[config.mk]
export PLATFORM = sky130hd
export DESIGN_NAME = pixel_fmt_conv
export DESIGN_NICKNAME = d
export VERILOG_FILES = /design/src/rtl/pxc_pkg.sv /design/src/rtl/pxc_pack.sv /design/src/rtl/pxc_unpack.sv /design/src/rtl/pxc_stage.sv /design/src/rtl/pixel_fmt_conv.sv
export SDC_FILE = /design/constraint.sdc
export NUM_CORES = 1
export LEC_CHECK = 0
export BUFFER_PORTS_ARGS = -buffer_cell sky130_fd_sc_hd__buf_4
export CAP_MARGIN = 10
export CORE_AREA = 2 2 78 80
export CTS_BUF_LIST = sky130_fd_sc_hd__clkbuf_2 sky130_fd_sc_hd__clkbuf_4 sky130_fd_sc_hd__clkbuf_8
export DETAILED_ROUTE_END_ITERATION = 16
export DIE_AREA = 0 0 80 82
export HOLD_SLACK_MARGIN = 0.03
export PLACE_DENSITY_LB_ADDON = 0.15
export SETUP_SLACK_MARGIN = 0.5
export SYNTH_ARGS = -nofsm -noshare
export SYNTH_HDL_FRONTEND = slang
export SYNTH_HIERARCHICAL = 1
export SYNTH_SLANG_ARGS = --single-unit
[constraint.sdc]
create_clock -name clk -period 1.4 [get_ports clk]
set_input_delay 0.21 -clock clk [delete_from_list [all_inputs] [get_ports clk]]
set_output_delay 0.21 -clock clk [all_outputs]
set_load 0.02 [all_outputs]
[src/rtl/pxc_pkg.sv]
package pxc_pkg;

    // Default channel geometry
    localparam int unsigned CH_W_DEF    = 8;  // bits per channel, wide format
    localparam int unsigned FIELD_W_DEF = 5;  // bits per colour field, narrow format
    localparam int unsigned N_COLOUR    = 3;  // colour channels (the fourth is the 1-bit one)
    localparam int unsigned N_CHAN      = N_COLOUR + 1;

    typedef enum logic {
        DIR_PACK   = 1'b0,
        DIR_UNPACK = 1'b1
    } conv_dir_e;

    // Default-sized views of one pixel in each format
    typedef struct packed {
        logic [CH_W_DEF-1:0] top;
        logic [CH_W_DEF-1:0] c2;
        logic [CH_W_DEF-1:0] c1;
        logic [CH_W_DEF-1:0] c0;
    } wide_px_t;

    typedef struct packed {
        logic                   top;
        logic [FIELD_W_DEF-1:0] c2;
        logic [FIELD_W_DEF-1:0] c1;
        logic [FIELD_W_DEF-1:0] c0;
    } narrow_px_t;

    // Register contents handed from the converter to the output stage
    typedef struct packed {
        logic                              vld;
        logic [N_CHAN*CH_W_DEF-1:0]        word;
    } stage_in_t;

endpackage

[src/rtl/pxc_pack.sv]
module pxc_pack #(
    parameter int unsigned CH_W    = pxc_pkg::CH_W_DEF,
    parameter int unsigned FIELD_W = pxc_pkg::FIELD_W_DEF
) (
    input  logic [pxc_pkg::N_CHAN*CH_W-1:0] wide_i,
    output logic [pxc_pkg::N_CHAN*CH_W-1:0] word_o
);
    localparam int unsigned WIDE_W   = pxc_pkg::N_CHAN * CH_W;
    localparam int unsigned NARROW_W = pxc_pkg::N_COLOUR * FIELD_W + 1;
    localparam int unsigned DROP_W   = CH_W - FIELD_W;

    logic [NARROW_W-1:0] narrow;

    // Colour channels: keep the top FIELD_W bits of each byte
    for (genvar c = 0; c < int'(pxc_pkg::N_COLOUR); c++) begin : g_col
        assign narrow[c*FIELD_W +: FIELD_W] = wide_i[c*CH_W + DROP_W +: FIELD_W];
    end

    // Single-bit channel: lowest bit of the top channel
    assign narrow[NARROW_W-1] = wide_i[pxc_pkg::N_COLOUR*CH_W];

    // Zero-extend into the wide register
    assign word_o = {{(WIDE_W-NARROW_W){1'b0}}, narrow};

endmodule

[src/rtl/pxc_unpack.sv]
module pxc_unpack #(
    parameter int unsigned CH_W    = pxc_pkg::CH_W_DEF,
    parameter int unsigned FIELD_W = pxc_pkg::FIELD_W_DEF
) (
    input  logic [pxc_pkg::N_CHAN*CH_W-1:0] word_i,
    output logic [pxc_pkg::N_CHAN*CH_W-1:0] wide_o
);
    localparam int unsigned NARROW_W = pxc_pkg::N_COLOUR * FIELD_W + 1;
    localparam int unsigned FILL_W   = CH_W - FIELD_W;  // must lie in 1..FIELD_W

    // Only the low NARROW_W bits of the word are meaningful here
    logic [NARROW_W-1:0] narrow;
    assign narrow = word_i[NARROW_W-1:0];

    // Colour channels: repeat the field's high bits into the vacated low bits
    for (genvar c = 0; c < int'(pxc_pkg::N_COLOUR); c++) begin : g_col
        logic [FIELD_W-1:0] fld;
        assign fld = narrow[c*FIELD_W +: FIELD_W];
        assign wide_o[c*CH_W +: CH_W] = {fld, fld[FIELD_W-1 -: FILL_W]};
    end

    // Single-bit channel fans out over the whole top channel
    assign wide_o[pxc_pkg::N_COLOUR*CH_W +: CH_W] = {CH_W{narrow[NARROW_W-1]}};

endmodule

[src/rtl/pxc_stage.sv]
module pxc_stage #(
    parameter int unsigned WORD_W = pxc_pkg::N_CHAN * pxc_pkg::CH_W_DEF
) (
    input  logic              clk,
    input  logic              rst,
    input  logic              vld_i,
    input  logic [WORD_W-1:0] word_i,
    output logic              vld_o,
    output logic [WORD_W-1:0] word_o
);
    always_ff @(posedge clk) begin
        if (rst) begin
            vld_o  <= 1'b0;
            word_o <= '0;
        end else begin
            vld_o <= vld_i;
            if (vld_i) begin
                word_o <= word_i;
            end
        end
    end

    // register keeps its value on idle cycles
    p_hold_idle_r9: assert property (@(posedge clk) disable iff (rst)
        !vld_i |=> $stable(word_o));

    // reset clears both outputs
    p_reset_clear_r1: assert property (@(posedge clk)
        rst |=> (!vld_o && word_o == '0));

endmodule

[src/rtl/pixel_fmt_conv.sv]
module pixel_fmt_conv #(
    parameter int unsigned CH_W    = pxc_pkg::CH_W_DEF,
    parameter int unsigned FIELD_W = pxc_pkg::FIELD_W_DEF
) (
    input  logic                               clk,
    input  logic                               rst,
    input  logic                               in_valid,
    input  logic                               in_unpack,
    input  logic [pxc_pkg::N_CHAN*CH_W-1:0]    in_word,
    output logic                               out_valid,
    output logic [pxc_pkg::N_CHAN*CH_W-1:0]    out_word
);
    import pxc_pkg::*;

    localparam int unsigned WORD_W   = N_CHAN * CH_W;
    localparam int unsigned NARROW_W = N_COLOUR * FIELD_W + 1;
    localparam int unsigned TOP_LSB  = N_COLOUR * CH_W;
    localparam int unsigned FILL_W   = CH_W - FIELD_W;

    conv_dir_e         dir;
    logic [WORD_W-1:0] packed_w;
    logic [WORD_W-1:0] unpacked_w;
    logic [WORD_W-1:0] result_w;

    assign dir = conv_dir_e'(in_unpack);

    pxc_pack #(.CH_W(CH_W), .FIELD_W(FIELD_W)) u_pack (
        .wide_i (in_word),
        .word_o (packed_w)
    );

    pxc_unpack #(.CH_W(CH_W), .FIELD_W(FIELD_W)) u_unpack (
        .word_i (in_word),
        .wide_o (unpacked_w)
    );

    always_comb begin
        unique case (dir)
            DIR_PACK:   result_w = packed_w;
            DIR_UNPACK: result_w = unpacked_w;
            default:    result_w = packed_w;
        endcase
    end

    pxc_stage #(.WORD_W(WORD_W)) u_stage (
        .clk    (clk),
        .rst    (rst),
        .vld_i  (in_valid),
        .word_i (result_w),
        .vld_o  (out_valid),
        .word_o (out_word)
    );

    // one-cycle valid latency
    p_valid_follow_r2: assert property (@(posedge clk) disable iff (rst)
        in_valid |=> out_valid);
    p_valid_quiet_r2: assert property (@(posedge clk) disable iff (rst)
        !in_valid |=> !out_valid);

    // single-bit channel taken from the lowest bit of the top byte
    p_pack_top_bit_r4: assert property (@(posedge clk) disable iff (rst)
        (in_valid && !in_unpack) |=> (out_word[NARROW_W-1] == $past(in_word[TOP_LSB])));

    // upper half cleared after a pack
    p_pack_upper_zero_r5: assert property (@(posedge clk) disable iff (rst)
        (in_valid && !in_unpack) |=> (out_word[WORD_W-1:NARROW_W] == '0));

    // low bits of each widened channel repeat its high bits
    p_unpack_repeat_r6: assert property (@(posedge clk) disable iff (rst)
        (in_valid && in_unpack) |=>
            (out_word[CH_W +: FILL_W] == out_word[2*CH_W-1 -: FILL_W]));

    // top byte is all zeros or all ones after an unpack
    p_unpack_top_r7: assert property (@(posedge clk) disable iff (rst)
        (in_valid && in_unpack) |=>
            (out_word[TOP_LSB +: CH_W] == '0 || out_word[TOP_LSB +: CH_W] == '1));

endmodule

Word level (Yosys, flattened, before mapping)
Index checks and enable logic that the tools add are counted.

word-level totals
  input port bits = 36
  register bits after elaboration = 33
  word-level logic and storage cells = 4

operators by class
  muxes and demuxes = 1
  bitwise gates (word level) = 1

operator list
  cell                                    count
  32-bit one-hot mux with 2 select lines  1
  1-bit inverter                          1

Longest topological paths before layout
  word-level depth = 2
  mapped depth = 5
  depth with buffers taken out = 3

Modules after synthesis
Netlist, hierarchy kept.

modules (own cells, without submodules)
  module          cells each  area each (µm²)  times used  sequential area each (µm²)
  pxc_stage       106         1202.4           1           660.6
  pixel_fmt_conv  36          544.3            1           0.0
  pxc_pack        33          244.0            1           0.0
  pxc_unpack      32          240.2            1           0.0

Worst setup path before layout
No wires, ideal clock.

  path type = input to register
  start point = input port in_unpack
  end point = register u_stage.word_o[3]
  slack = 0.338 ns
  setup time = 0.116 ns
  data arrival time = 0.945 ns
  stages = 5
  path through = buf_6 > buf_12 > mux2_4 > mux2i_1 > nor2_2

between the ends
  word-level cells in the longest chain between the ends = 2

ends and longest elaborated chain
  what                                      RTL line              RTL
  start, declared                           pixel_fmt_conv.sv:8   input logic in_unpack,
  1-bit inverter                            pixel_fmt_conv.sv:38  unique case (dir)
  32-bit one-hot mux with 2 select lines *  pixel_fmt_conv.sv:38
  net result_w[3]                           pixel_fmt_conv.sv:23  logic [WORD_W-1:0] result_w;
  end signal, assigned                      pxc_stage.sv:18       word_o <= word_i;
  end, declared                             pxc_stage.sv:9        output logic [WORD_W-1:0] word_o

Mark *: on every way through the listed nets, which the timed path passes. The rest lies on a longest branch.
A chain may end at the register's enable or synchronous reset.

Worst setup path in the final report
  start point = register u_stage.word_o[28]
  end point = output port out_word[28] (netlist name)

RTL lines
  what           RTL line              RTL
  end, declared  pixel_fmt_conv.sv:11  output logic [pxc_pkg::N_CHAN*CH_W-1:0] out_word

No word-level cell between the ends.

==> results.yml <==
sta:
  fin_tns_setup_ps: 0
  rsz0062_at_grt: "true"
  slew_viol_final: 0
  finalHoldViolCount: 0
  period_needed_ps: 952.4
  max_freq_ghz: 1.050
  finClkSkew_ps: 0
  setup_viol: 0
  post-route-period-util_pct: 68.03
run:
  drv_cap: 0
route:
  first_pass_iters: 4
  wl_um: 3864
  wl_per_cell_um: 13.23
  avgViaCountPerCell: 4.116
  drc: 0
  drtAntennaViolNets: 0
  vias: 1202
  first_iter_violations: 47
pwr:
  ir_drop_mv: 0.4236
  power_switching_share_pct: 26.57
  seqPwrFrac_pct: 42.9
  p_switching_mw: 0.6562
  pwr_density_cell_nw_per_um2: 972.5
  leakage_nw: 1.264
  clock_power_share_pct: 32.5
  pwr-share-comb_pct: 24.6
  intPower_mw: 1.814
worst_setup_path:
  critical_path.max_stage_delay_ps: 350
  slowest_stage: "dfxtp_2"
  cp-end-kind: "output port"
  worstPathMaxFanout: 2
  regToRegSetupSlack_ps: 670
  setup.worst_path.end: "out_word[28]"
  r2r_end: "u_stage/word_o[9]"
  start_kind: "register"
  r2r_cells: 3
  timing.rr.start: "u_stage/word_o[9]"
  critical_path_buf_inv_count: 1
  arrival_ps: 740
  critPathKind: "register to output port"
  worstSetupStartpoint: "u_stage/word_o[28]"
  critical_path.top_delay_family: "flip-flops"
  cp_num_cells: 1
  cp.required_ps: 1190
  cp_cell_sequence: "buf_6"
floorplan:
  fp-row-count: 28
  die-width_um: 80
  ios: 69
  dieArea_um2: 6560
  initial_core_util_pct: 38.83
  dieHeight_um: 82
  core_region_area_um2: 5746
cells_and_area:
  syn2layout_area_growth_pct: 13.85
  drive_gt1_share_pct: 63.59
  instances_no_fill: 292
  layout.nets: 252
  antenna_cells: 0
global_route:
  grt_max_degree: 34
  grt_pass1_vias: 1238
  grt_usage_pct: 12.12
  grt_pass1_wl_um: 5892
  grt_overflow: 0
  grt_antenna_before_repair: 0
synthesis:
  ys_seq_area_share_pct: 29.61
  syn-cell-area_um2: 2231
  synth_cells: 207
  ys_types: 13
  synth.ff_latch_count: 33
  synth_area_per_cell_um2: 10.78
  yosysWarnings: 6
clock_tree:
  htreeDepth: 2
  cts_buffers: 5
  cts_tree: "done"
  cts_sinks: 33
  cts_root_buffer: "clkbuf_8"
  path_clk_slew_ps: 70
  clkLatencyLatePin_ps: 280
  max-clock-path-buffers: 2
status:
  status: "completed"
hold_path:
  min_path_type: "input pin to register"
placed_design:
  gp_congestion: 0.6246
  portBuffers: 58
  dp.cells: 282
  hpwl_um: 2413
power groups by stage:
stage	Combinational (mW)	Sequential [mW]	Clock [mW]
2_1_floorplan	0.438	1.13	0
3_3_place_gp	0.550	1.06	0
3_5_place_dp	0.554	1.06	0
4_1_cts	0.597	1.06	0.845
5_1_grt	0.655	1.07	0.879
6_report	0.608	1.06	0.804
per-stage QoR:
stage / instance area [um2] / util, % / worst slack, ps / hold slack, ps / power, mW
floorplan: 2296 / - / 345.2 / 452.8 / 1.571
global placement: 2210 / 38.46 / 78.52 / 473.3 / 1.606
detailed placement: 2210 / 38.46 / 80.98 / 483.4 / 1.611
CTS: 2484 / 43.23 / 421.7 / 282.7 / 2.502
global route: 2540 / 44.21 / 406.6 / 296.5 / 2.601
finish: 2540 / 44.21 / 447.6 / 288.6 / 2.470
how the worst min path moves through the flow:
| stage | from | endpoint | cells past startpoint |
|---|---|---|---|
| CTS | in_word[22] | u_stage/word_o[13] | 4 |
| finish | in_word[24] | u_stage/word_o[15] | 4 |
| global placement | u_stage/word_o[7] | u_stage/word_o[7] | 2 |
| global route | in_word[20] | u_stage/word_o[11] | 4 |
| floorplan | rst | u_stage/word_o[29] | 2 |
| detailed placement | u_stage/word_o[15] | u_stage/word_o[15] | 2 |
flip-flops by register name (all words and copies together) (netlist names):
name / cells
u_stage/vld_o: 1
u_stage/word_o: 32
cells in the mapped netlist, drive strengths merged:
| library cell | count | share of area, % |
|---|---|---|
| nor2b | 1 | 0.28 |
| buf | 75 | 29 |
| nor2 | 32 | 5.6 |
| conb | 1 | 0.17 |
| mux2i | 32 | 14 |
| mux2 | 32 | 21 |
| clkbuf | 1 | 0.17 |
| dfxtp | 33 | 30 |
kinds of logic (layout without fill, tap and decap cells):
logic type	count (synthesis)	after routing	synth area share [%]
buffers and inverters	76	71	28.77
muxes	64	64	35.56
DFF	33	33	29.61
and+or+nand+nor	33	33	5.889
other	1	16	0.1681
layout make-up:
class / instances / area, um2
fillers: 568 / 3206
multi-input cells: 113 / 984.7
flip-flops and latches: 33 / 701.9
repair buffers: 63 / 658.1
clock buffers: 7 / 96.34
well taps: 75 / 93.84
clock inverters: 1 / 5.005
cell usage in the layout (no fill, tap or decap), types with 2 or more instances in the layout:
master    instances
conb_1           16
clkbuf_8          7
buf_6            34
dfxtp_2          33
nor2_2            2
nor2_1           30
mux2i_1          32
mux2_2            2
mux2_4           30
buf_4            25
what timing repair did:
action | CTS | global route
hold buffers | 0 | 0
gates cloned | 0 | 1
buffers inserted | 0 | 1
pin swaps | 0 | 0
gates resized for setup | 68 | 5
setup endpoints to repair | 59 | 43
layer usage:
metal  vias to the layer above  global-route usage [%]  share of wire, %
met2                        44                   19.50                44
met4                         0                   5.593               1.5
li1                        612                       -                 -
met5                         -                       0                 0
met3                         4                   4.066               7.4
met1                       542                   14.65                48
Note: power is estimated with default switching activity, not from simulation.
